**config.mk**
```make
export PLATFORM = sky130hd
export DESIGN_NAME = vsb_issuer
export DESIGN_NICKNAME = d
export VERILOG_FILES = /design/src/rtl/vsb_pkg.sv /design/src/rtl/vsb_match.sv /design/src/rtl/vsb_alloc.sv /design/src/rtl/vsb_issuer.sv
export SDC_FILE = /design/constraint.sdc
export NUM_CORES = 1
export LEC_CHECK = 0
export BUFFER_PORTS_ARGS = -buffer_cell sky130_fd_sc_hd__buf_2
export CORE_MARGIN = 5
export CORE_UTILIZATION = 62
export DETAILED_ROUTE_END_ITERATION = 6
export PLACE_DENSITY = 0.91
export RECOVER_POWER = 50
export SETUP_SLACK_MARGIN = 0.5
export SLEW_MARGIN = 10
export SYNTH_ARGS = -nofsm -noshare
export SYNTH_HDL_FRONTEND = slang
export SYNTH_SLANG_ARGS = --single-unit
```
**constraint.sdc**
```tcl
create_clock -name clk_i -period 3.4 [get_ports clk_i]
set_clock_uncertainty 0.05 [all_clocks]
set_input_delay 0.17 -clock clk_i [delete_from_list [all_inputs] [get_ports clk_i]]
set_output_delay 0.17 -clock clk_i [all_outputs]
set_load 0.03 [all_outputs]
```
**src/rtl/vsb_pkg.sv**
```systemverilog
package vsb_pkg;

    // Instruction kinds carried on cmd_kind_i.
    typedef enum logic {
        K_VECTOR = 1'b0,
        K_SYNC   = 1'b1
    } cmd_kind_e;

endpackage

```
**src/rtl/vsb_match.sv**
```systemverilog
// Parallel comparison of a candidate against every scoreboard entry.
module vsb_match #(
    parameter int DEPTH  = 4,
    parameter int UNIT_W = 3,
    parameter int BANK_W = 3,
    parameter int TAG_W  = 3
) (
    input  logic [DEPTH-1:0]             vld_i,
    input  logic [DEPTH-1:0][UNIT_W-1:0] unit_i,
    input  logic [DEPTH-1:0][BANK_W-1:0] bank_i,
    input  logic [DEPTH-1:0][TAG_W-1:0]  tag_i,
    input  logic [UNIT_W-1:0]            q_unit_i,
    input  logic [BANK_W-1:0]            q_bank_i,
    input  logic [TAG_W-1:0]             q_tag_i,
    output logic                         unit_hit_o,
    output logic                         bank_hit_o,
    output logic                         tag_hit_o
);

    logic [DEPTH-1:0] unit_eq;
    logic [DEPTH-1:0] bank_eq;
    logic [DEPTH-1:0] tag_eq;

    for (genvar e = 0; e < DEPTH; e++) begin : g_cmp
        assign unit_eq[e] = vld_i[e] && (unit_i[e] == q_unit_i);
        assign bank_eq[e] = vld_i[e] && (bank_i[e] == q_bank_i);
        assign tag_eq[e]  = vld_i[e] && (tag_i[e]  == q_tag_i);
    end

    assign unit_hit_o = |unit_eq;
    assign bank_hit_o = |bank_eq;
    assign tag_hit_o  = |tag_eq;

endmodule

```
**src/rtl/vsb_alloc.sv**
```systemverilog
// Lowest-index free entry finder.
module vsb_alloc #(
    parameter int DEPTH = 4,
    localparam int IDX_W = (DEPTH > 1) ? $clog2(DEPTH) : 1
) (
    input  logic [DEPTH-1:0] vld_i,
    output logic             free_any_o,
    output logic [IDX_W-1:0] free_idx_o
);

    always_comb begin
        free_any_o = 1'b0;
        free_idx_o = '0;
        for (int e = DEPTH - 1; e >= 0; e--) begin
            if (!vld_i[e]) begin
                free_any_o = 1'b1;
                free_idx_o = IDX_W'(e);
            end
        end
    end

endmodule

```
**src/rtl/vsb_issuer.sv**
```systemverilog
module vsb_issuer #(
    parameter int NUM_UNITS = 6,
    parameter int NUM_BANKS = 8,
    parameter int DEPTH     = 4,
    parameter int TAG_W     = 3,
    localparam int UNIT_W   = $clog2(NUM_UNITS),
    localparam int BANK_W   = $clog2(NUM_BANKS),
    localparam int IDX_W    = (DEPTH > 1) ? $clog2(DEPTH) : 1
) (
    input  logic                 clk_i,
    input  logic                 rst_ni,
    input  logic                 cmd_valid_i,
    output logic                 cmd_ready_o,
    input  logic                 cmd_kind_i,
    input  logic [UNIT_W-1:0]    cmd_unit_i,
    input  logic [BANK_W-1:0]    cmd_bank_i,
    input  logic [TAG_W-1:0]     cmd_wait_tag_i,
    output logic [TAG_W-1:0]     cmd_tag_o,
    input  logic [NUM_UNITS-1:0] unit_done_i,
    output logic [NUM_UNITS-1:0] unit_start_o,
    output logic [BANK_W-1:0]    start_bank_o,
    output logic                 stall_o
);
    import vsb_pkg::*;

    typedef struct packed {
        logic [DEPTH-1:0]             vld;
        logic [DEPTH-1:0][UNIT_W-1:0] unit;
        logic [DEPTH-1:0][BANK_W-1:0] bank;
        logic [DEPTH-1:0][TAG_W-1:0]  tag;
        logic [TAG_W-1:0]             next_tag;
        logic [NUM_UNITS-1:0]         start;
        logic [BANK_W-1:0]            start_bank;
    } state_t;

    state_t s_d, s_q;

    logic             unit_hit, bank_hit, tag_hit;
    logic             free_any;
    logic [IDX_W-1:0] free_idx;
    logic             is_sync;
    logic             accept;
    logic             accept_vec;
    logic [DEPTH-1:0] retire;

    vsb_match #(
        .DEPTH (DEPTH),
        .UNIT_W(UNIT_W),
        .BANK_W(BANK_W),
        .TAG_W (TAG_W)
    ) u_match (
        .vld_i     (s_q.vld),
        .unit_i    (s_q.unit),
        .bank_i    (s_q.bank),
        .tag_i     (s_q.tag),
        .q_unit_i  (cmd_unit_i),
        .q_bank_i  (cmd_bank_i),
        .q_tag_i   (cmd_wait_tag_i),
        .unit_hit_o(unit_hit),
        .bank_hit_o(bank_hit),
        .tag_hit_o (tag_hit)
    );

    vsb_alloc #(
        .DEPTH(DEPTH)
    ) u_alloc (
        .vld_i     (s_q.vld),
        .free_any_o(free_any),
        .free_idx_o(free_idx)
    );

    assign is_sync     = (cmd_kind_i == K_SYNC);
    assign cmd_ready_o = is_sync ? !tag_hit : (!unit_hit && !bank_hit && free_any);
    assign accept      = cmd_valid_i && cmd_ready_o;
    assign accept_vec  = accept && !is_sync;
    assign stall_o     = cmd_valid_i && !cmd_ready_o;

    // Completion pulses matched to the occupied entries.
    always_comb begin
        retire = '0;
        for (int e = 0; e < DEPTH; e++) begin
            for (int u = 0; u < NUM_UNITS; u++) begin
                if (s_q.vld[e] && (s_q.unit[e] == UNIT_W'(u)) && unit_done_i[u]) begin
                    retire[e] = 1'b1;
                end
            end
        end
    end

    always_comb begin
        s_d            = s_q;
        s_d.vld        = s_q.vld & ~retire;
        s_d.start      = '0;
        s_d.start_bank = s_q.start_bank;
        if (accept_vec) begin
            s_d.vld[free_idx]  = 1'b1;
            s_d.unit[free_idx] = cmd_unit_i;
            s_d.bank[free_idx] = cmd_bank_i;
            s_d.tag[free_idx]  = s_q.next_tag;
            s_d.next_tag       = s_q.next_tag + TAG_W'(1);
            s_d.start_bank     = cmd_bank_i;
            for (int u = 0; u < NUM_UNITS; u++) begin
                s_d.start[u] = (cmd_unit_i == UNIT_W'(u));
            end
        end
    end

    always_ff @(posedge clk_i) begin
        if (!rst_ni) begin
            s_q <= '0;
        end else begin
            s_q <= s_d;
        end
    end

    assign cmd_tag_o    = s_q.next_tag;
    assign unit_start_o = s_q.start;
    assign start_bank_o = s_q.start_bank;

    // Two occupied entries never name the same unit.
    logic dup_unit;
    always_comb begin
        dup_unit = 1'b0;
        for (int a = 0; a < DEPTH; a++) begin
            for (int b = a + 1; b < DEPTH; b++) begin
                if (s_q.vld[a] && s_q.vld[b] && (s_q.unit[a] == s_q.unit[b])) begin
                    dup_unit = 1'b1;
                end
            end
        end
    end

    AST_START_ONEHOT: assert property (@(posedge clk_i) disable iff (!rst_ni)
        $onehot0(unit_start_o));

    AST_START_FROM_ACCEPT: assert property (@(posedge clk_i) disable iff (!rst_ni)
        (|unit_start_o) |-> $past(cmd_valid_i && cmd_ready_o && cmd_kind_i == K_VECTOR));

    AST_NO_DUP_UNIT: assert property (@(posedge clk_i) disable iff (!rst_ni)
        !dup_unit);

    AST_FULL_BLOCKS: assert property (@(posedge clk_i) disable iff (!rst_ni)
        ((&s_q.vld) && cmd_kind_i == K_VECTOR) |-> !cmd_ready_o);

    AST_TAG_STEP: assert property (@(posedge clk_i) disable iff (!rst_ni)
        (cmd_valid_i && cmd_ready_o && cmd_kind_i == K_VECTOR)
        |=> (cmd_tag_o == $past(cmd_tag_o) + TAG_W'(1)));

    AST_SYNC_NO_START: assert property (@(posedge clk_i) disable iff (!rst_ni)
        (cmd_valid_i && cmd_ready_o && cmd_kind_i == K_SYNC) |=> (unit_start_o == '0));

    AST_STALL_NO_START: assert property (@(posedge clk_i) disable iff (!rst_ni)
        stall_o |=> (unit_start_o == '0));

endmodule

```
==> results of run 1 <==
per-layer routing:
metal | GRT usage [%] | part of all wire (%) | vias to the layer above
met2 | 31.6 | 47 | 54
met5 | 0 | 0 | -
met3 | 4.28 | 5.5 | 16
met1 | 25.6 | 44 | 938
met4 | 8.25 | 3.3 | 0
li1 | - | - | 978
area by class of cell:
class / instances / area (um^2)
inverter: 1 / 3.75
clock buffer: 6 / 82.6
tap: 52 / 65.1
clock inverter: 2 / 15.0
timing repair buffer: 38 / 179
multi-input combinational: 196 / 1500
sequential: 52 / 1040
fill: 361 / 1500
cell families after synthesis:
group	count (synthesis)
AND/OR/NAND/NOR	93
flip-flops	52
XOR/XNOR	36
multiplexers	50
AO/OA/AOI/OAI	16
buffers and inverters	35
adder cells (fa/ha/maj)	1
final timing paths:
check	end	slack (ns)	cells past startpoint	startpoint
worst min register to register	start_bank_o[1]	0.41	2	start_bank_o[1]
worst max register to register	flop	0.79	5	s_q[50]
worst min-delay path	unit_start_o[5]	0.16	2	cmd_unit_i[1]
worst max-delay path	flop	0.79	5	s_q[50]
stage by stage:
step | setup slack [ns] | power (W) | hold slack [ns] | utilization [%]
final | 0.787 | 0.00114 | 0.158 | 65.8
after global routing | 0.589 | 0.00119 | 0.161 | 65.8
after CTS | 1.11 | 0.00115 | 0.150 | 67.1
after detailed placement | 1.14 | 0.000780 | 0.393 | 64.8
after global placement | 1.24 | 0.000779 | 0.392 | 64.8
after floorplan | 1.63 | 0.000757 | 0.321 | -
power by group through the flow:
stage | Sequential [W] | Clock, W | Combinational [W]
2_1_floorplan | 0.000640 | 0 | 0.000117
3_3_place_gp | 0.000643 | 0 | 0.000135
3_5_place_dp | 0.000644 | 0 | 0.000137
4_1_cts | 0.000630 | 0.000378 | 0.000138
5_1_grt | 0.000632 | 0.000409 | 0.000146
6_report | 0.000630 | 0.000371 | 0.000135
cell usage after synthesis, drive strengths merged, types with 3 or more instances:
cell / instances
mux2i: 46
clkbuf: 10
nand4: 12
nand3: 6
nand2: 53
buf: 23
nor4: 5
o21a: 4
o21ai: 6
and2: 3
and3b: 3
xnor2: 36
dfxtp: 52
mux4: 4
worst reg2reg max path, delay by kind of cell (launching register included):
family | cells | cell delay, ns
AO/OA/AOI/OAI | 1 | 0.27
flip-flops | 1 | 0.39
buffers and inverters | 1 | 0.34
multiplexers | 1 | 0.22
AND/OR/NAND/NOR | 2 | 1.26
cell usage in the layout, fill, tap and decap left out, types with 2 or more instances in the layout:
cell type / instances
dfxtp_1: 52
and2_1: 3
nand3_1: 5
o21a_1: 4
and3b_1: 3
buf_4: 3
nand4_1: 11
nand2b_1: 2
clkinvlp_4: 2
o21ai_0: 6
clkbuf_1: 15
and3_1: 2
nor4_2: 2
clkbuf_8: 6
xnor2_1: 36
mux4_2: 4
buf_2: 20
mux2i_1: 46
nand2_1: 53
nor4_1: 3
==> out/summary.txt, run 1 <==
Clk Tree Root Cell -> clkbuf_8
first-pass GRT wire length -> 9650 um
initial cell density of the core -> 64.4%
HP Class -> in -> reg
Syn Nets -> 303
XOR/XNOR Fraction of Synth Area -> 11.2%
die area -> 0.00600 mm^2
CTS Buf Count -> 5
largest net degree at the start of global routing -> 40
initial DRC count -> 202
fmax -> 0.383 GHz
Critical Path RT -> 3.58 ns
antenna viol nets, final -> 0
Post-synth EDFFs -> 0
Max Root-Sink Buffers -> 2
TritonCTS Sinks -> 52
Post-CTS Setup Inserts -> 0
Ports -> 33
CP Cell Sequence -> a41oi_1 > nand4_1 > nor4_1 > buf_4 > mux2i_1
leakage power -> 0.966 nW
post-route cell area -> 0.00289 mm^2
switching power -> 0.000296 W
Top delay family on crit path -> simple AND/OR/NAND/NOR gates
Worst setup SP type -> flop
Synth Cell Area -> 0.00282 mm^2
asr flop ratio synth -> 0%
Fin. Hold Viols -> 0
post-synthesis register bit count -> 52
post_cts resized -> 0
cts hold-fix bufs -> 0
crit end category -> flop
clk_lat worst skew -> 0.31 ns
unique cell type count in the Yosys netlist -> 39
Adder-Cell Fraction of Synth Area -> 0.443%
cells after synthesis -> 283
run status -> complete, no violations
CP bufs+invs -> 1
mux cell area share after synthesis -> 19.5%
WP data arrival -> 2.80 ns
CTS tree -> done
Seq/Total Area, Yosys -> 36.9%
Avg Synthesized Cell Area -> 9.97 um^2
DR WL/cell -> 16.0 um
dominant cell type by area after synthesis -> dfxtp_1
Max Transition Viols Final -> 0
First-pass DRT Iterations -> 4
Final Cycle Share -> 76.9%
vias in the first global route -> 2,040
ANT cells -> 0
CTS H-tree lvls -> 2
sequential cell fraction of total power -> 55.5%
chip height -> 77.5 um
vias after detailed routing -> 1,986
layout cells sized above 1 -> 14.9%
part of the power in combinational logic -> 11.8%
Post-Synth Simple-Gate Area -> 19.1%
ranking of synthesized cells by area -> dfxtp_1, mux2i_1, xnor2_1, nand2_1, buf_4
top_reg_cell synth -> dfxtp_1
Final Setup Violations -> 0
# placed instances -> 339
combinational family with the most area after synthesis -> multiplexers
Yosys top cell area share -> 36.9%
placed inst area -> 0.00284 mm^2
Via density -> 5.72
RSZ-0062 raised after global routing -> false
std cell rows -> 24
Final Critical Period -> 2.61 ns
initial antenna violation count -> 0
Post-Layout Cell Count -> 347
WL final -> 5540 um
DP Wirelength -> 3950 um
die width -> 77.5 um
relative slew slack -> 42.7%
Placer Congestion -> 0.916
switch share -> 26.1%
Worst-Margin Slew -> 0.859 ns
CORE AREA -> 0.00438 mm^2
MaxCap Viol Count -> 0
Layout area overhead -> 2.26%
Global Route Usage Sum -> 19.7%
CP peak stage delay -> 0.82 ns
crit-path max FO -> 8
slowest CP cell -> nor4_1
Cell Int Power -> 0.000839 W
IO buf count -> 32
Synth Area in Compound Gates -> 3.90%
NumNets Final -> 314
VDD IR-drop max -> 0.221 mV
start-to-end type of the worst setup path -> reg -> reg
clock network power share -> 32.7%
pwr/cell area -> 393 mW/mm^2
total global routing overflow -> 0
clock-pin slew on the worst setup and hold paths -> 0.09 ns
Yosys Warn Count -> 0
Final TNS setup -> 0 ns
drt drc -> 0
Power figures use the tool's default switching activity.
==> inputs of run 2 (changes only) <==
--- a/config.mk
+++ b/config.mk
@@ -7,9 +7,9 @@
 export LEC_CHECK = 0
 export BUFFER_PORTS_ARGS = -buffer_cell sky130_fd_sc_hd__buf_2
 export CORE_MARGIN = 5
-export CORE_UTILIZATION = 62
+export CORE_UTILIZATION = 52
 export DETAILED_ROUTE_END_ITERATION = 6
-export PLACE_DENSITY = 0.91
+export PLACE_DENSITY = 0.82
 export RECOVER_POWER = 50
 export SETUP_SLACK_MARGIN = 0.5
 export SLEW_MARGIN = 10
==> constraint.sdc (replaced) <==
create_clock -name clk_i -period 2.1 [get_ports clk_i]
set_clock_uncertainty 0.05 [all_clocks]
set_input_delay 0.105 -clock clk_i [delete_from_list [all_inputs] [get_ports clk_i]]
set_output_delay 0.105 -clock clk_i [all_outputs]
set_load 0.03 [all_outputs]
==> run 2 against run 1 <==
Register-to-register slack got worse by 0.54 ns. Hold slack got worse by 0.066 ns. Clock-buffer cell count rose by 2. Critical path depth rose by 2. Sequential power rose by 62%. Critical path type unchanged.
==> out/summary.txt, run 2 (synthesis results as in run 1) <==
run status -> complete, no violations
Post-Layout Cell Count -> 383
Layout area overhead -> 15.3%
crit end category -> flop
HP Class -> in -> reg
Placer Congestion -> 0.895
chip height -> 83.7 um
antenna viol nets, final -> 0
slowest CP cell -> nor4_2
Final Critical Period -> 1.85 ns
initial antenna violation count -> 0
DR WL/cell -> 16.8 um
DP Wirelength -> 4430 um
cts hold-fix bufs -> 0
clock-pin slew on the worst setup and hold paths -> 0.10 ns
first-pass GRT wire length -> 10,800 um
drt drc -> 0
CP Cell Sequence -> xnor2_2 > nand4_1 > nand3_4 > buf_12 > nor4_2 > buf_6 > mux2i_1
layout cells sized above 1 -> 28.1%
# placed instances -> 365
IO buf count -> 32
clk_lat worst skew -> 0.30 ns
CP bufs+invs -> 2
crit-path max FO -> 6
Hold WS -> 0.0922 ns
CTS Buf Count -> 5
Final Cycle Share -> 88.1%
most common cell after layout, fill and taps aside -> nand2_1
met2 wire length -> 3130 um
Worst setup SP type -> flop
Global Route Usage Sum -> 19.1%
CTS tree -> done
die area -> 0.00700 mm^2
First-pass DRT Iterations -> 4
pwr/cell area -> 576 mW/mm^2
NumNets Final -> 332
largest net degree at the start of global routing -> 40
Final TNS setup -> 0 ns
WP data arrival -> 2.03 ns
Via density -> 5.48
fmax -> 0.540 GHz
VDD IR-drop max -> 0.351 mV
vias in the first global route -> 2,137
Final Setup Violations -> 0
post-route cell area -> 0.00326 mm^2
WL final -> 6450 um
TritonCTS Sinks -> 52
CP peak stage delay -> 0.38 ns
RSZ-0062 raised after global routing -> true
ANT cells -> 0
metal3 WL -> 267 um
total global routing overflow -> 0
Fin. Hold Viols -> 0
Max Root-Sink Buffers -> 2
Clk Tree Root Cell -> clkbuf_8
Ports -> 33
die width -> 83.7 um
std cell rows -> 26
relative slew slack -> 70.7%
max layer used -> met4
commonest non-fill, non-tap cells in the layout -> nand2_1, mux2i_1, dfxtp_1
CTS H-tree lvls -> 2
initial DRC count -> 117
start-to-end type of the worst setup path -> reg -> reg
Critical Path RT -> 2.28 ns
vias after detailed routing -> 2,099
MaxCap Viol Count -> 0
Tot Pwr -> 0.00188 W
leakage power -> 1.12 nW
Worst-Margin Slew -> 0.435 ns
initial cell density of the core -> 54.2%
CORE AREA -> 0.00520 mm^2
M1 wire length -> 2930 um
placed inst area -> 0.00295 mm^2
Top delay family on crit path -> simple AND/OR/NAND/NOR gates
Max Transition Viols Final -> 0
==> run 2: worst paths after layout <==
| kind | from | end | slack (ns) | cells past startpoint |
|---|---|---|---|---|
| max | flop | flop | 0.25 | 7 |
| max reg2reg | flop | flop | 0.25 | 7 |
| min | cmd_unit_i[0] | unit_start_o[4] | 0.09 | 2 |
| min reg2reg | flop | flop | 0.43 | 2 |
==> run 2: per-layer routing <==
layer  up-vias  GRT usage, %
met2        51          31.6
li1       1019             -
met5         -             0
met1      1018          24.6
met3        11          3.46
met4         0          7.31
==> run 2: area by class of cell <==
cell class / instances / area (um^2)
fill: 435 / 1950
inverter: 1 / 3.75
sequential: 52 / 1070
timing repair buffer: 56 / 385
clock buffer: 8 / 90.1
multi-input combinational: 196 / 1620
tap: 70 / 87.6
==> run 2: metrics by stage <==
stage                     utilization [%]  setup slack [ns]
after floorplan                         -             0.393
after global placement               56.6             0.235
after detailed placement             56.6             0.146
after CTS                            62.4             0.319
after global routing                 62.5             0.115
final                                62.5             0.250
==> run 2: power by group <==
group          internal (W)  switching [W]  leakage (nW)
Sequential          0.00100      0.0000165         0.429
Combinational      0.000122       0.000151         0.649
Clock              0.000270       0.000313        0.0455
==> run 2: what timing repair did <==
action | in CTS | in global routing
setup endpoints to repair | 54 | 54
gates resized for setup | 32 | 19
pin swaps | 13 | 5
setup buffers | 9 | 1
